`config.mk`:
```
export PLATFORM = sky130hd
export DESIGN_NAME = cart_xfer_ctrl
export DESIGN_NICKNAME = d
export VERILOG_FILES = /design/src/rtl/cart_xfer_pkg.sv /design/src/rtl/cart_cmd_regs.sv /design/src/rtl/cart_len_decode.sv /design/src/rtl/cart_pace_timer.sv /design/src/rtl/cart_xfer_ctrl.sv
export SDC_FILE = /design/constraint.sdc
export NUM_CORES = 1
export LEC_CHECK = 0
export BUFFER_PORTS_ARGS = -buffer_cell sky130_fd_sc_hd__buf_2
export CAP_MARGIN = 20
export CORE_MARGIN = 1.5
export CORE_UTILIZATION = 30
export CTS_CLUSTER_SIZE = 30
export DETAILED_ROUTE_END_ITERATION = 12
export PLACE_DENSITY_LB_ADDON = 0.25
export SETUP_SLACK_MARGIN = 0.05
export SLEW_MARGIN = 30
export SYNTH_ARGS = -nofsm -noshare
export SYNTH_HDL_FRONTEND = slang
export SYNTH_HIERARCHICAL = 1
export SYNTH_SLANG_ARGS = --single-unit
```
`constraint.sdc`:
```
create_clock -name clk -period 6.6 [get_ports clk]
set_input_delay 1.32 -clock clk [delete_from_list [all_inputs] [get_ports clk]]
set_output_delay 1.32 -clock clk [all_outputs]
set_load 0.1 [all_outputs]
```
`src/rtl/cart_xfer_pkg.sv`:
```
package cart_xfer_pkg;
   localparam logic [7:0] OP_BLOCK_READ = 8'hB7;
   localparam logic [7:0] OP_CHIP_ID    = 8'hB8;

   typedef enum logic [1:0] {
      KIND_READ  = 2'd0,
      KIND_ID    = 2'd1,
      KIND_OTHER = 2'd2
   } cmd_kind_t;

   function automatic cmd_kind_t classify_op(input logic [7:0] op);
      if (op == OP_BLOCK_READ) return KIND_READ;
      if (op == OP_CHIP_ID)    return KIND_ID;
      return KIND_OTHER;
   endfunction
endpackage

```
`src/rtl/cart_cmd_regs.sv`:
```
module cart_cmd_regs #(
   parameter int NBYTES = 8,
   localparam int IDX_W = $clog2(NBYTES)
) (
   input  logic             clk,
   input  logic             rst_n,
   input  logic             wr_en,
   input  logic [IDX_W-1:0] wr_idx,
   input  logic [7:0]       wr_byte,
   output logic [7:0]       opcode,
   output logic [31:0]      start_addr
);
   initial assert (NBYTES >= 5);

   logic [7:0] bytes_q [NBYTES];

   for (genvar g = 0; g < NBYTES; g++) begin : g_byte
      always_ff @(posedge clk) begin
         if (!rst_n)
            bytes_q[g] <= '0;
         else if (wr_en && (wr_idx == IDX_W'(g)))
            bytes_q[g] <= wr_byte;
      end
   end

   // byte 1 is the most significant address byte
   assign opcode     = bytes_q[0];
   assign start_addr = {bytes_q[1], bytes_q[2], bytes_q[3], bytes_q[4]};
endmodule

```
`src/rtl/cart_len_decode.sv`:
```
module cart_len_decode #(
   parameter int LEN_W = 15
) (
   input  logic [2:0]       size_code,
   output logic [LEN_W-1:0] len_bytes
);
   initial assert (LEN_W >= 15);

   logic [LEN_W-1:0] len_tbl [8];

   for (genvar g = 0; g < 8; g++) begin : g_len
      if (g == 0) begin : g_none
         assign len_tbl[g] = '0;
      end else if (g == 7) begin : g_single
         assign len_tbl[g] = LEN_W'(4);
      end else begin : g_pow
         assign len_tbl[g] = LEN_W'(256) << g;
      end
   end

   assign len_bytes = len_tbl[size_code];
endmodule

```
`src/rtl/cart_pace_timer.sv`:
```
module cart_pace_timer #(
   parameter int PACE_FAST = 5,
   parameter int PACE_SLOW = 8,
   localparam int CNT_W = $clog2(PACE_SLOW + 1)
) (
   input  logic clk,
   input  logic rst_n,
   input  logic load,
   input  logic slow,
   output logic fire
);
   initial assert (PACE_FAST >= 2 && PACE_SLOW >= PACE_FAST);

   logic [CNT_W-1:0] cnt_q;

   always_ff @(posedge clk) begin
      if (!rst_n)
         cnt_q <= '0;
      else if (load)
         cnt_q <= slow ? CNT_W'(PACE_SLOW) : CNT_W'(PACE_FAST);
      else if (cnt_q != '0)
         cnt_q <= cnt_q - 1'b1;
   end

   // a reload in the expiring cycle restarts the interval instead
   assign fire = (cnt_q == CNT_W'(1)) && !load;
endmodule

```
`src/rtl/cart_xfer_ctrl.sv`:
```
module cart_xfer_ctrl #(
   parameter int          PACE_FAST = 5,
   parameter int          PACE_SLOW = 8,
   parameter int          LEN_W     = 15,
   parameter logic [31:0] CHIP_ID   = 32'h0000_3FC2
) (
   input  logic        clk,
   input  logic        rst_n,
   input  logic        cmd_wr,
   input  logic [2:0]  cmd_idx,
   input  logic [7:0]  cmd_byte,
   input  logic        ctl_wr,
   input  logic [2:0]  ctl_size,
   input  logic        ctl_slow,
   input  logic        ctl_irq_en,
   input  logic        ctl_start,
   input  logic        spi_mode,
   input  logic        data_rd,
   output logic [31:0] rd_data,
   output logic        word_ready,
   output logic        busy,
   output logic        irq,
   output logic        rom_req,
   output logic [31:0] rom_addr,
   input  logic [31:0] rom_rdata
);
   import cart_xfer_pkg::*;

   logic [7:0]       opcode;
   logic [31:0]      cmd_addr;
   logic [LEN_W-1:0] len_bytes;
   logic             pace_fire, pace_load, pace_slow;

   logic [31:0]      data_q, addr_q;
   logic [LEN_W-1:0] rem_q;
   logic             busy_q, ready_q, slow_q, ien_q, irq_q;

   cmd_kind_t kind;
   logic      accept_start, tick;

   cart_cmd_regs #(.NBYTES(8)) u_cmd (
      .clk(clk), .rst_n(rst_n), .wr_en(cmd_wr && !busy_q),
      .wr_idx(cmd_idx), .wr_byte(cmd_byte),
      .opcode(opcode), .start_addr(cmd_addr)
   );

   cart_len_decode #(.LEN_W(LEN_W)) u_len (
      .size_code(ctl_size), .len_bytes(len_bytes)
   );

   cart_pace_timer #(.PACE_FAST(PACE_FAST), .PACE_SLOW(PACE_SLOW)) u_pace (
      .clk(clk), .rst_n(rst_n), .load(pace_load), .slow(pace_slow),
      .fire(pace_fire)
   );

   assign kind         = classify_op(opcode);
   assign accept_start = ctl_wr && ctl_start && !spi_mode && !busy_q;
   assign pace_load    = (accept_start && kind == KIND_READ) || (data_rd && busy_q);
   assign pace_slow    = accept_start ? ctl_slow : slow_q;
   assign tick         = pace_fire && busy_q;

   always_ff @(posedge clk) begin
      if (!rst_n) begin
         data_q  <= '0;
         addr_q  <= '0;
         rem_q   <= '0;
         busy_q  <= 1'b0;
         ready_q <= 1'b0;
         slow_q  <= 1'b0;
         ien_q   <= 1'b0;
         irq_q   <= 1'b0;
      end else begin
         irq_q <= 1'b0;
         if (accept_start) begin
            slow_q <= ctl_slow;
            ien_q  <= ctl_irq_en;
            case (kind)
               KIND_READ: begin
                  busy_q  <= 1'b1;
                  ready_q <= 1'b0;
                  data_q  <= '0;
                  addr_q  <= cmd_addr;
                  rem_q   <= len_bytes;
               end
               KIND_ID: begin
                  busy_q  <= 1'b1;
                  ready_q <= 1'b1;
                  data_q  <= CHIP_ID;
                  rem_q   <= '0;
               end
               default: begin
                  busy_q  <= 1'b0;
                  ready_q <= 1'b0;
                  data_q  <= '1;
                  rem_q   <= '0;
               end
            endcase
         end else if (tick) begin
            if (rem_q != '0) begin
               data_q  <= rom_rdata;
               addr_q  <= addr_q + 32'd4;
               rem_q   <= rem_q - LEN_W'(4);
               ready_q <= 1'b1;
            end else begin
               data_q  <= '0;
               ready_q <= 1'b0;
               busy_q  <= 1'b0;
               irq_q   <= ien_q;
            end
         end else if (data_rd && busy_q) begin
            ready_q <= 1'b0;
         end
      end
   end

   assign rd_data    = data_q;
   assign word_ready = ready_q;
   assign busy       = busy_q;
   assign irq        = irq_q;
   assign rom_req    = tick && (rem_q != '0);
   assign rom_addr   = addr_q;

   AST_IRQ_AT_END: assert property (@(posedge clk) disable iff (!rst_n)
      irq |-> (!busy && $past(busy))) else $error("irq outside block end");
   AST_IRQ_ONE_CYCLE: assert property (@(posedge clk) disable iff (!rst_n)
      irq |=> !irq) else $error("irq longer than one cycle");
   AST_READY_NEEDS_BUSY: assert property (@(posedge clk) disable iff (!rst_n)
      word_ready |-> busy) else $error("ready while idle");
   AST_FETCH_NEEDS_BUSY: assert property (@(posedge clk) disable iff (!rst_n)
      rom_req |-> busy) else $error("fetch while idle");
   AST_ADDR_STEP: assert property (@(posedge clk) disable iff (!rst_n)
      rom_req |=> (rom_addr == $past(rom_addr) + 32'd4)) else $error("address step");
   AST_SPI_BLOCKS: assert property (@(posedge clk) disable iff (!rst_n)
      (!busy && ctl_wr && spi_mode) |=> !busy) else $error("start in spi mode");
   AST_HOLD_NO_READ: assert property (@(posedge clk) disable iff (!rst_n)
      (word_ready && !data_rd) |=> ($stable(rd_data) && word_ready)) else $error("word lost");
endmodule

```
# ---- After elaboration in Yosys (flattened, before gate mapping)
# Memory sizes are Yosys's and may differ from the RTL's.
# Index checks and enable logic that the tools add are counted.
dict set report totals {
  ff_bits 88
  ram_bits 64
  mem_count 2
  mem_bits_ro 120
  in_bits 55
}
# memory words width rd rd_ports_with_merged_regs wr line_no
set memory_table {}
lappend memory_table {{(no name shown)} 8 15 1 0 0 cart_len_decode.sv:21} ;# assign len_bytes = len_tbl[size_code];
lappend memory_table {u_cmd.bytes_q 8 8 5 0 8 cart_cmd_regs.sv:15} ;# logic [7:0] bytes_q [NBYTES];
dict set report classes {
  n_eq_ne 13
  bitwise_logic 11
  reduce_logical 34
  order_cmp 1
  mux 67
  add_sub_neg 3
}
# operator n
set ops {}
lappend ops {{$mux W32} 7}
lappend ops {{$mux W15} 6}
lappend ops {{$mux W8} 8}
lappend ops {{$pmux W32 S2} 1}
lappend ops {{$mux W1} 38}
lappend ops {{$add A32 B3 Y32 const B} 1}
lappend ops {{$logic_and A1 B1 Y1} 17}
lappend ops {{$eq A8 B8 Y1 const B} 2}
lappend ops {{$reduce_bool A15 Y1} 1}
lappend ops {{$sub A15 B3 Y15 const B} 1}
lappend ops {{$eq A3 B3 Y1 const B} 4}
lappend ops {{$mux W4} 3}
lappend ops {{$mux W2} 4}
lappend ops {{$or A1 B1 Y1} 8}
lappend ops {{$eq A3 B2 Y1 const B} 2}
lappend ops {{$reduce_bool A2 Y1} 3}
lappend ops {{$eq A4 B1 Y1 const B} 1}
lappend ops {{$ge A4 B4 Y1 const B} 1}
lappend ops {{$not A3 Y4} 1}
lappend ops {{$reduce_and A2 Y1} 2}
lappend ops {{$reduce_bool A4 Y1} 1}
lappend ops {{$reduce_or A4 Y1} 1}
lappend ops {{$sub A4 B1 Y4 const B} 1}
lappend ops {{$eq A3 B1 Y1 const B} 1}
lappend ops {{11 further kinds} 14}

# ---- Longest topological paths before layout
# Gate-level depths: netlist (run 1).
# An unclocked memory read counts as a cell.
dict set report logic_depth {
  depth_word 14
  mapped_depth 13
  depth_no_buf 10
}

# ---- Modules after synthesis
# Netlist (run 1), hierarchy kept.
# module area_per_inst_um2 seq_area_each_um2 instances cells_per_inst
set modules_own_cells {}
lappend modules_own_cells {cart_xfer_ctrl 4376.7 1681.6 1 568}
lappend modules_own_cells {cart_cmd_regs 1599.0 1201.2 1 108}
lappend modules_own_cells {cart_pace_timer 250.2 80.1 1 26}
lappend modules_own_cells {cart_len_decode 123.9 0.0 1 16}

# ---- Least setup slack after synthesis (run 1)
# Ideal clock, no wire load.
dict set report synth_timing {
  path_type {input to output}
  startpoint {input ctl_wr}
  endpoint {output rom_req}
  arrival_time_ps 4060
  setup_slack_ps 1220
  t_required_ps 5280
  stages 9
  path_cell_list {nor4bb_1 clkbuf_1 clkbuf_1 nand2_1 nand2_1 nor4b_1 nand2_1 a41oi_4 clkbuf_1}
}
dict set report synth_via {
  elab_chain_len 9
}
# item line_no
set synth_lines {}
lappend synth_lines {{start: declaration} cart_xfer_ctrl.sv:12} ;# input logic ctl_wr,
lappend synth_lines {{$logic_and A1 B1 Y1 (3 in a row)} cart_xfer_ctrl.sv:57} ;# assign accept_start = ctl_wr && ctl_start && !spi_mode && !busy_q;
lappend synth_lines {{$logic_and A1 B1 Y1} cart_xfer_ctrl.sv:58} ;# assign pace_load = (accept_start && kind == KIND_READ) || (data_rd && busy_q);
lappend synth_lines {{$logic_or A1 B1 Y1} cart_xfer_ctrl.sv:58}
lappend synth_lines {{named net pace_load} cart_xfer_ctrl.sv:32} ;# logic pace_fire, pace_load, pace_slow;
lappend synth_lines {{$logic_not A1 Y1} cart_pace_timer.sv:26} ;# assign fire = (cnt_q == CNT_W'(1)) && !load;
lappend synth_lines {{$logic_and A1 B1 Y1} cart_pace_timer.sv:26}
lappend synth_lines {{named net pace_fire} cart_xfer_ctrl.sv:32}
lappend synth_lines {{$logic_and A1 B1 Y1} cart_xfer_ctrl.sv:60} ;# assign tick = pace_fire && busy_q;
lappend synth_lines {{$logic_and A1 B1 Y1} cart_xfer_ctrl.sv:120} ;# assign rom_req = tick && (rem_q != '0);
lappend synth_lines {{end: declaration} cart_xfer_ctrl.sv:23} ;# output logic rom_req,
# The timed path passes the listed nets, and every way through them passes these cells.

# ---- Worst setup path in the final report (run 1)
# Same ends and word-level chain as after synthesis.

==> impl_metrics.xml, run 1 <==
<?xml version="1.0" encoding="UTF-8"?>
<metrics>
  <group name="outcome">
    <metric name="outcome" unit="">completed</metric>
  </group>
  <group name="timing">
    <metric name="fin_skew" unit="ns">0.00634</metric>
    <metric name="max-slew-margin-rel" unit="%">37.3</metric>
    <metric name="min_period" unit="ns">4.77</metric>
    <metric name="layout_worst_path_cycle_share" unit="%">72.2</metric>
    <metric name="tns" unit="ns">0</metric>
    <metric name="slew_viol_final" unit="">0</metric>
    <metric name="post-route-worst-setup-slack" unit="ns">1.83</metric>
    <metric name="report.final.setup_viol" unit="">0</metric>
    <metric name="final-hold-violation-count" unit="">0</metric>
    <metric name="rsz0062_at_grt" unit="">no</metric>
    <metric name="worst_pin_slew" unit="ns">0.940</metric>
    <metric name="fmax" unit="MHz">210</metric>
  </group>
  <group name="clock_tree">
    <metric name="numClockSinks" unit="">128</metric>
    <metric name="ctsHoldBuffers" unit="">0</metric>
    <metric name="cts_tree" unit="">yes</metric>
    <metric name="cts.repair_timing.setup_buffer_count" unit="">0</metric>
    <metric name="cts_made_buffers" unit="">17</metric>
    <metric name="clock_tree.buffer_depth" unit="">2</metric>
    <metric name="clock-root-buffer" unit="">clkbuf_16</metric>
    <metric name="clk_transition_reported_paths" unit="ns">0.06</metric>
    <metric name="cts_max_level" unit="">4</metric>
    <metric name="clock_insertion_delay_worst_skew" unit="ns">0.41</metric>
    <metric name="cts_resized" unit="">0</metric>
  </group>
  <group name="final_layout">
    <metric name="stdcell_area" unit="sq um">7770</metric>
    <metric name="layout.cells.non_filler" unit="">1108</metric>
    <metric name="fin_nets" unit="">880</metric>
    <metric name="n_fill_cell" unit="">2157</metric>
    <metric name="register_area" unit="sq um">2960</metric>
    <metric name="areaGrowthSynthToFinish" unit="%">22.4</metric>
    <metric name="area_of_the_multi_input_gates" unit="sq um">3130</metric>
    <metric name="final_layout_size_suffix_gt1_share" unit="%">22.5</metric>
  </group>
  <group name="synth">
    <metric name="synthCells" unit="">718</metric>
    <metric name="edff_count_synth" unit="">40</metric>
    <metric name="asyncSetResetFlopFracSynth" unit="%">0</metric>
    <metric name="synth_top_area_share" unit="%">27.7</metric>
    <metric name="postSynthRegisterBits" unit="">128</metric>
    <metric name="syn_area" unit="sq um">6350</metric>
    <metric name="yosys.cell_count.top_type" unit="">dfxtp_1</metric>
    <metric name="top_cell_types_by_occurrence_after_synthesis" unit="">dfxtp_1 (88), nand2_1 (86), nor2_1 (75)</metric>
    <metric name="synth.distinct_cells" unit="">82</metric>
    <metric name="synth_area_leaders" unit="">dfxtp_1 (28%), edfxtp_1 (19%), a21oi_1 (5.3%)</metric>
    <metric name="synth.avg_cell_area" unit="sq um">8.84</metric>
    <metric name="portion_of_the_post_synthesis_area_used_by_sequential_elements" unit="%">46.7</metric>
    <metric name="number_of_warnings_reported_in_the_yosys_synthesis_log" unit="">6</metric>
    <metric name="synth_top_cell_by_area" unit="">dfxtp_1</metric>
    <metric name="yosys_most_used_dff" unit="">dfxtp_1</metric>
  </group>
  <group name="floorplan">
    <metric name="dieArea" unit="sq um">22000</metric>
    <metric name="boundaryPins" unit="">123</metric>
    <metric name="core_area" unit="sq um">20900</metric>
    <metric name="floorplan.rows" unit="">53</metric>
    <metric name="die_height" unit="microns">148</metric>
    <metric name="die-width" unit="microns">148</metric>
    <metric name="floorplan.initialDensity" unit="%">30.4</metric>
  </group>
  <group name="power">
    <metric name="design_power_total" unit="uW">2210</metric>
    <metric name="powerDensity" unit="nW/um^2">284</metric>
    <metric name="peakVddDrop" unit="mV">0.160</metric>
    <metric name="power_leakage" unit="uW">0.00314</metric>
  </group>
  <group name="routing">
    <metric name="vias_after_detailed_routing" unit="">5797</metric>
    <metric name="via_density_per_instance" unit="">5.23</metric>
    <metric name="first_iter_violations" unit="">506</metric>
    <metric name="detail_route.wl_per_cell" unit="microns">17.2</metric>
    <metric name="detail_route.wirelength" unit="microns">19100</metric>
    <metric name="remaining_drc_errors" unit="">0</metric>
    <metric name="final_antenna_net_count" unit="">0</metric>
    <metric name="drt_pre_antenna_iters" unit="">4</metric>
  </group>
  <group name="global_route">
    <metric name="grtUsageTotal" unit="%">17.4</metric>
    <metric name="first_global_vias" unit="">5503</metric>
    <metric name="largest_net_degree_at_the_start_of_global_routing" unit="">71</metric>
    <metric name="antenna_violations_before_repair" unit="">0</metric>
    <metric name="overflow" unit="">0</metric>
    <metric name="wire_length_of_the_first_global_routing_pass" unit="microns">30400</metric>
  </group>
  <group name="critical_path">
    <metric name="critical_path_peak_fanout" unit="">6</metric>
    <metric name="critical_path_buf_inv_count" unit="">2</metric>
    <metric name="cp_cell_sequence" unit="">buf_2 -&gt; nor4bb_4 -&gt; nand2_1 -&gt; nand2_1 -&gt; nor4b_1 -&gt; nand2_1 -&gt; a41oi_4 -&gt; buf_2</metric>
    <metric name="worst_path_cell_with_the_longest_stage_delay" unit="">nor4b_1</metric>
    <metric name="cell_family_with_most_cp_delay" unit="">simple AND/OR/NAND/NOR gates</metric>
    <metric name="start_kind" unit="">primary input</metric>
    <metric name="critical_path.endpoint_type" unit="">primary output</metric>
    <metric name="cp_data_required_time" unit="ns">5.28</metric>
    <metric name="cp_data_arrival_time" unit="ns">3.45</metric>
    <metric name="crit_path_max_incr_delay" unit="ns">0.48</metric>
    <metric name="worst_path_most_repeated_cell" unit="">nand2_1</metric>
    <metric name="worst-setup-path-type" unit="">in2out</metric>
  </group>
  <group name="placed_design">
    <metric name="post_dp_cell_area" unit="sq um">7140</metric>
    <metric name="total_of_buffers_placed_on_input_and_output_ports" unit="">122</metric>
    <metric name="placed_cells_incl_taps" unit="">1075</metric>
    <metric name="post-dp-hpwl" unit="microns">13100</metric>
    <metric name="place_congestion" unit="">0.836</metric>
    <metric name="post-place-ws" unit="ns">1.88</metric>
  </group>
  <group name="hold_path">
    <metric name="hp_class" unit="">reg2reg</metric>
  </group>
  <group name="flow_run">
    <metric name="maxCapViolations" unit="">0</metric>
  </group>
</metrics>
## path summary, 6_finish.rpt
check	startpoint	end	slack, ns	cells after the start
setup reg to reg	u_cmd/bytes_q[0][1]	rom_addr[27]	2.89	11
setup / recovery	ctl_wr	rom_req	1.83	8
hold reg to reg	ien_q	ien_q	0.45	2
hold / removal	ien_q	ien_q	0.45	2
## registers in the layout, summed over array words and instances (netlist names)
| signal | cells |
|---|---|
| busy | 1 |
| ien_q | 1 |
| irq | 1 |
| rd_data | 32 |
| rem_q | 15 |
| rom_addr | 32 |
| slow_q | 1 |
| u_cmd/bytes_q | 40 |
| u_pace/cnt_q | 4 |
| word_ready | 1 |
## logic make-up (layout without fill, tap and decap cells)
| family | after synthesis | count (layout) | synth area share [%] |
|---|---|---|---|
| DFF | 128 | 128 | 46.7 |
| other | 1 | 9 | 0.0591 |
| and+or+nand+nor | 304 | 304 | 25.2 |
| AOI/OAI and AO/OA | 209 | 209 | 21.2 |
| buffers and inverters | 64 | 171 | 4.81 |
| xor gates and xnor gates | 5 | 5 | 0.690 |
| muxes | 1 | 1 | 0.158 |
| adders and majority gates | 6 | 6 | 1.18 |
## worst register-to-register path, stage by stage (launching register included)
cell	delay (ns)
edfxtp_1	0.41
nand4b_1	0.18
nor2_1	0.12
nand2_1	0.18
nand2_1	0.18
nor4b_1	0.48
nand2_1	0.28
a41oi_4	0.27
buf_4	0.35
or2_1	0.69
nand2_1	0.28
o22ai_1	0.23
## through the flow
step / hold slack [ns] / util, %
2_1_floorplan: 0.432 / -
3_3_place_gp: 0.440 / 34.2
3_5_place_dp: 0.444 / 34.2
4_1_cts: 0.453 / 37.2
5_1_grt: 0.488 / 37.2
6_report: 0.451 / 37.2
## cells in the final DEF, fill, tap and decap left out, drive strengths merged, types with 4 or more instances in the layout
master,instances
nor3,17
a31oi,11
a221oi,11
o21a,8
clkinv,5
nor3b,5
edfxtp,40
nor2,78
clkbuf,17
inv,15
nand4,16
dfxtp,88
o31ai,6
o22ai,4
ha,6
nand2,86
a21oi,67
nand3b,11
and2,6
nor4,10
buf,130
and3,31
a32o,4
a211oi,5
o21ai,55
a41oi,4
xnor2,4
and3b,4
conb,8
nand3,12
a22oi,8
## power by group
part           total (uW)  switching [uW]  internal, uW  leakage (uW)
clock network         995             387           608      0.000303
registers             878            28.9           850       0.00114
logic                 336             225           111       0.00169
total                2210             641          1570       0.00314
## per-layer routing
metal	track usage (%)	vias up	share of wire, %
li1	-	2857	-
met1	24.7	2774	48
met2	26.6	148	46
met3	3.65	18	4.8
met4	5.00	0	1.3
met5	0	-	0
## final cells by class
class	count	area share, %
clock inverter	15	2.56
multi-input combinational	533	40.3
timing repair buffer	130	8.63
antenna	1	0.0322
clock buffer	17	5.47
inverter	9	0.435
tap	275	4.43
sequential	128	38.1
Note: power is estimated with default switching activity, not from simulation.
==> run 2, diff against run 1 <==
--- a/config.mk
+++ b/config.mk
@@ -5,6 +5,7 @@
 export SDC_FILE = /design/constraint.sdc
 export NUM_CORES = 1
 export LEC_CHECK = 0
+export ABC_AREA = 1
 export BUFFER_PORTS_ARGS = -buffer_cell sky130_fd_sc_hd__buf_2
 export CAP_MARGIN = 20
 export CORE_MARGIN = 1.5
==> constraint.sdc (replaced) <==
create_clock -name clk -period 4.4 [get_ports clk]
set_input_delay 0.88 -clock clk [delete_from_list [all_inputs] [get_ports clk]]
set_output_delay 0.88 -clock clk [all_outputs]
set_load 0.1 [all_outputs]
==> impl_metrics.xml, run 2 <==
<?xml version="1.0" encoding="UTF-8"?>
<metrics>
  <group name="routing">
    <metric name="remaining_drc_errors" unit="">0</metric>
    <metric name="detail_route.wirelength" unit="microns">20100</metric>
    <metric name="vias_after_detailed_routing" unit="">6463</metric>
    <metric name="via_density_per_instance" unit="">4.73</metric>
    <metric name="final_antenna_net_count" unit="">0</metric>
    <metric name="drt_pre_antenna_iters" unit="">5</metric>
    <metric name="first_iter_violations" unit="">483</metric>
    <metric name="detail_route.wl_per_cell" unit="microns">14.7</metric>
  </group>
  <group name="synth">
    <metric name="yosys.cell_count.top_type" unit="">nand2_1</metric>
    <metric name="syn_area" unit="sq um">6830</metric>
    <metric name="portion_of_the_post_synthesis_area_used_by_sequential_elements" unit="%">43.4</metric>
    <metric name="synthCells" unit="">960</metric>
    <metric name="synth.avg_cell_area" unit="sq um">7.11</metric>
    <metric name="synth_area_leaders" unit="">dfxtp_1 (26%), edfxtp_1 (18%), nand2_1 (13%)</metric>
    <metric name="edff_count_synth" unit="">40</metric>
    <metric name="synth.distinct_cells" unit="">38</metric>
    <metric name="postSynthRegisterBits" unit="">128</metric>
    <metric name="synth_top_cell_by_area" unit="">dfxtp_1</metric>
    <metric name="asyncSetResetFlopFracSynth" unit="%">0</metric>
    <metric name="top_cell_types_by_occurrence_after_synthesis" unit="">nand2_1 (244), nor2_1 (165), dfxtp_1 (88)</metric>
    <metric name="synth_top_area_share" unit="%">25.8</metric>
    <metric name="number_of_warnings_reported_in_the_yosys_synthesis_log" unit="">6</metric>
    <metric name="yosys_most_used_dff" unit="">dfxtp_1</metric>
  </group>
  <group name="clock_tree">
    <metric name="ctsHoldBuffers" unit="">0</metric>
    <metric name="cts_max_level" unit="">4</metric>
    <metric name="cts.repair_timing.setup_buffer_count" unit="">0</metric>
    <metric name="clk_transition_reported_paths" unit="ns">0.06</metric>
    <metric name="clock_tree.buffer_depth" unit="">2</metric>
    <metric name="cts_made_buffers" unit="">17</metric>
    <metric name="cts_tree" unit="">yes</metric>
    <metric name="clock_insertion_delay_worst_skew" unit="ns">0.42</metric>
    <metric name="numClockSinks" unit="">128</metric>
    <metric name="cts_resized" unit="">0</metric>
    <metric name="clock-root-buffer" unit="">clkbuf_16</metric>
  </group>
  <group name="timing">
    <metric name="rsz0062_at_grt" unit="">no</metric>
    <metric name="report.final.setup_viol" unit="">0</metric>
    <metric name="slew_viol_final" unit="">0</metric>
    <metric name="post-route-worst-setup-slack" unit="ns">0.602</metric>
    <metric name="tns" unit="ns">0</metric>
    <metric name="min_period" unit="ns">3.80</metric>
    <metric name="worst_pin_slew" unit="ns">0.952</metric>
    <metric name="layout_worst_path_cycle_share" unit="%">86.3</metric>
    <metric name="fin_skew" unit="ns">0.0152</metric>
    <metric name="max-slew-margin-rel" unit="%">36.4</metric>
    <metric name="fmax" unit="MHz">263</metric>
    <metric name="hold_ws" unit="ns">0.477</metric>
    <metric name="final-hold-violation-count" unit="">0</metric>
  </group>
  <group name="global_route">
    <metric name="overflow" unit="">0</metric>
    <metric name="grtUsageTotal" unit="%">17.1</metric>
    <metric name="wire_length_of_the_first_global_routing_pass" unit="microns">32100</metric>
    <metric name="antenna_violations_before_repair" unit="">0</metric>
    <metric name="largest_net_degree_at_the_start_of_global_routing" unit="">68</metric>
    <metric name="first_global_vias" unit="">6078</metric>
  </group>
  <group name="power">
    <metric name="powerDensity" unit="nW/um^2">417</metric>
    <metric name="peakVddDrop" unit="mV">0.213</metric>
    <metric name="power_leakage" unit="uW">0.00357</metric>
    <metric name="design_power_total" unit="uW">3430</metric>
  </group>
  <group name="critical_path">
    <metric name="cp_data_arrival_time" unit="ns">2.92</metric>
    <metric name="r2r_setup_slack" unit="ns">0.91</metric>
    <metric name="reg2reg_launch_point" unit="">u_cmd/bytes_q[0][5]</metric>
    <metric name="critical_path_peak_fanout" unit="">11</metric>
    <metric name="critical_path.endpoint_type" unit="">primary output</metric>
    <metric name="worst_setup_path_startpoint" unit="">spi_mode</metric>
    <metric name="rr_worst_depth" unit="">15</metric>
    <metric name="rr_endpoint" unit="">rom_addr[11]</metric>
    <metric name="start_kind" unit="">primary input</metric>
    <metric name="cp-endpoint" unit="">rom_req</metric>
    <metric name="cp_data_required_time" unit="ns">3.52</metric>
    <metric name="worst-setup-path-type" unit="">in2out</metric>
  </group>
  <group name="placed_design">
    <metric name="post-place-ws" unit="ns">0.0822</metric>
    <metric name="total_of_buffers_placed_on_input_and_output_ports" unit="">122</metric>
    <metric name="post-dp-hpwl" unit="microns">14100</metric>
    <metric name="place_congestion" unit="">0.867</metric>
  </group>
  <group name="final_layout">
    <metric name="areaGrowthSynthToFinish" unit="%">20.3</metric>
    <metric name="max_reg_flops" unit="">40</metric>
    <metric name="largest_register" unit="">u_cmd/bytes_q</metric>
    <metric name="fin_nets" unit="">1130</metric>
    <metric name="antenna_cells_inserted" unit="">0</metric>
    <metric name="most-common-layout-cells" unit="">nand2_1 (244), nor2_1 (165), buf_2 (122)</metric>
    <metric name="most_common_cell_after_layout_fill_and_taps_aside" unit="">nand2_1</metric>
    <metric name="final_layout_size_suffix_gt1_share" unit="%">18.5</metric>
  </group>
  <group name="floorplan">
    <metric name="floorplan.initialDensity" unit="%">30.3</metric>
    <metric name="core_area" unit="sq um">22500</metric>
    <metric name="dieArea" unit="sq um">23700</metric>
    <metric name="boundaryPins" unit="">123</metric>
    <metric name="floorplan.rows" unit="">55</metric>
    <metric name="die_height" unit="microns">154</metric>
    <metric name="die-width" unit="microns">154</metric>
  </group>
  <group name="flow_run">
    <metric name="maxCapViolations" unit="">0</metric>
  </group>
  <group name="hold_path">
    <metric name="hp_class" unit="">reg2reg</metric>
  </group>
  <group name="outcome">
    <metric name="outcome" unit="">completed</metric>
  </group>
</metrics>
run 2: cell types whose count changed after synthesis, sizes merged, moves of 10 or more:
cell / previous run / this run
nand2: 86 / 244
nor2: 78 / 176
nand3: 12 / 92
inv: 8 / 79
and3: 31 / 0
a31oi: 11 / 33
clkbuf: 31 / 13
a21oi: 67 / 50
buf: 24 / 36
a221oi: 11 / 0
nor3: 17 / 6
o21ai: 55 / 66
nor4: 10 / 0
run 2: how the worst min path moves through the flow:
stage	from	to	slack (ns)	cells after the start
after floorplan	u_cmd/bytes_q[1][0]	rom_addr[0]	0.45	2
after CTS	u_cmd/bytes_q[1][0]	rom_addr[0]	0.48	2
final	u_cmd/bytes_q[1][0]	rom_addr[0]	0.48	2
after detailed placement	u_cmd/bytes_q[1][0]	rom_addr[0]	0.47	2
after global routing	rd_data[12]	rd_data[12]	0.50	2
after global placement	u_cmd/bytes_q[1][0]	rom_addr[0]	0.46	2
run 2: cell type report:
cell class,instances,area (sq um)
fillers,2379,14300
multi-input cells,709,3320
flip-flops and latches,128,2960
repair buffers,132,686
clock buffers,18,429
well taps,285,357
inverters,81,304
clock inverters,14,156
run 2: metrics by stage:
stage	utilization, %	cells	area [sq um]
floorplan	-	967	6850
global placement	33.9	1335	7620
detailed placement	33.9	1335	7620
CTS	36.5	1367	8200
global route	36.5	1367	8210
finish	36.5	1367	8210
run 2: power by group:
| part | internal [uW] | switching, uW |
|---|---|---|
| clock | 842 | 566 |
| combinational | 185 | 496 |
| sequential | 1290 | 49.1 |
run 2: critical path: stages:
cell and delay, ns:
buf_2 0.12, nor2_2 0.05, nand3_4 0.08, nor2_4 0.05, inv_2 0.15, o21ai_0 0.28, nor2_1 0.17, nand2_1 0.09
inv_1 0.08, nand2_1 0.13, inv_1 0.33, buf_2 0.50
run 2: cells by family after synthesis:
kind of cell,Yosys count,share of synthesized area (%)
compound gates,153,12.0
xor+xnor,5,0.641
buf+inv,130,8.50
fa+ha+maj,6,1.10
simple gates,536,34.1
mux,1,0.147
flops,128,43.4
other cells,1,0.0549
run 2: metal layers:
| metal | track usage [%] | wire (microns) | vias up |
|---|---|---|---|
| li1 | - | - | 3357 |
| met1 | 22.9 | 9700 | 2967 |
| met2 | 27.8 | 9430 | 114 |
| met3 | 2.71 | 600 | 25 |
| met4 | 6.56 | 346 | 0 |
| met5 | 0 | 0 | - |
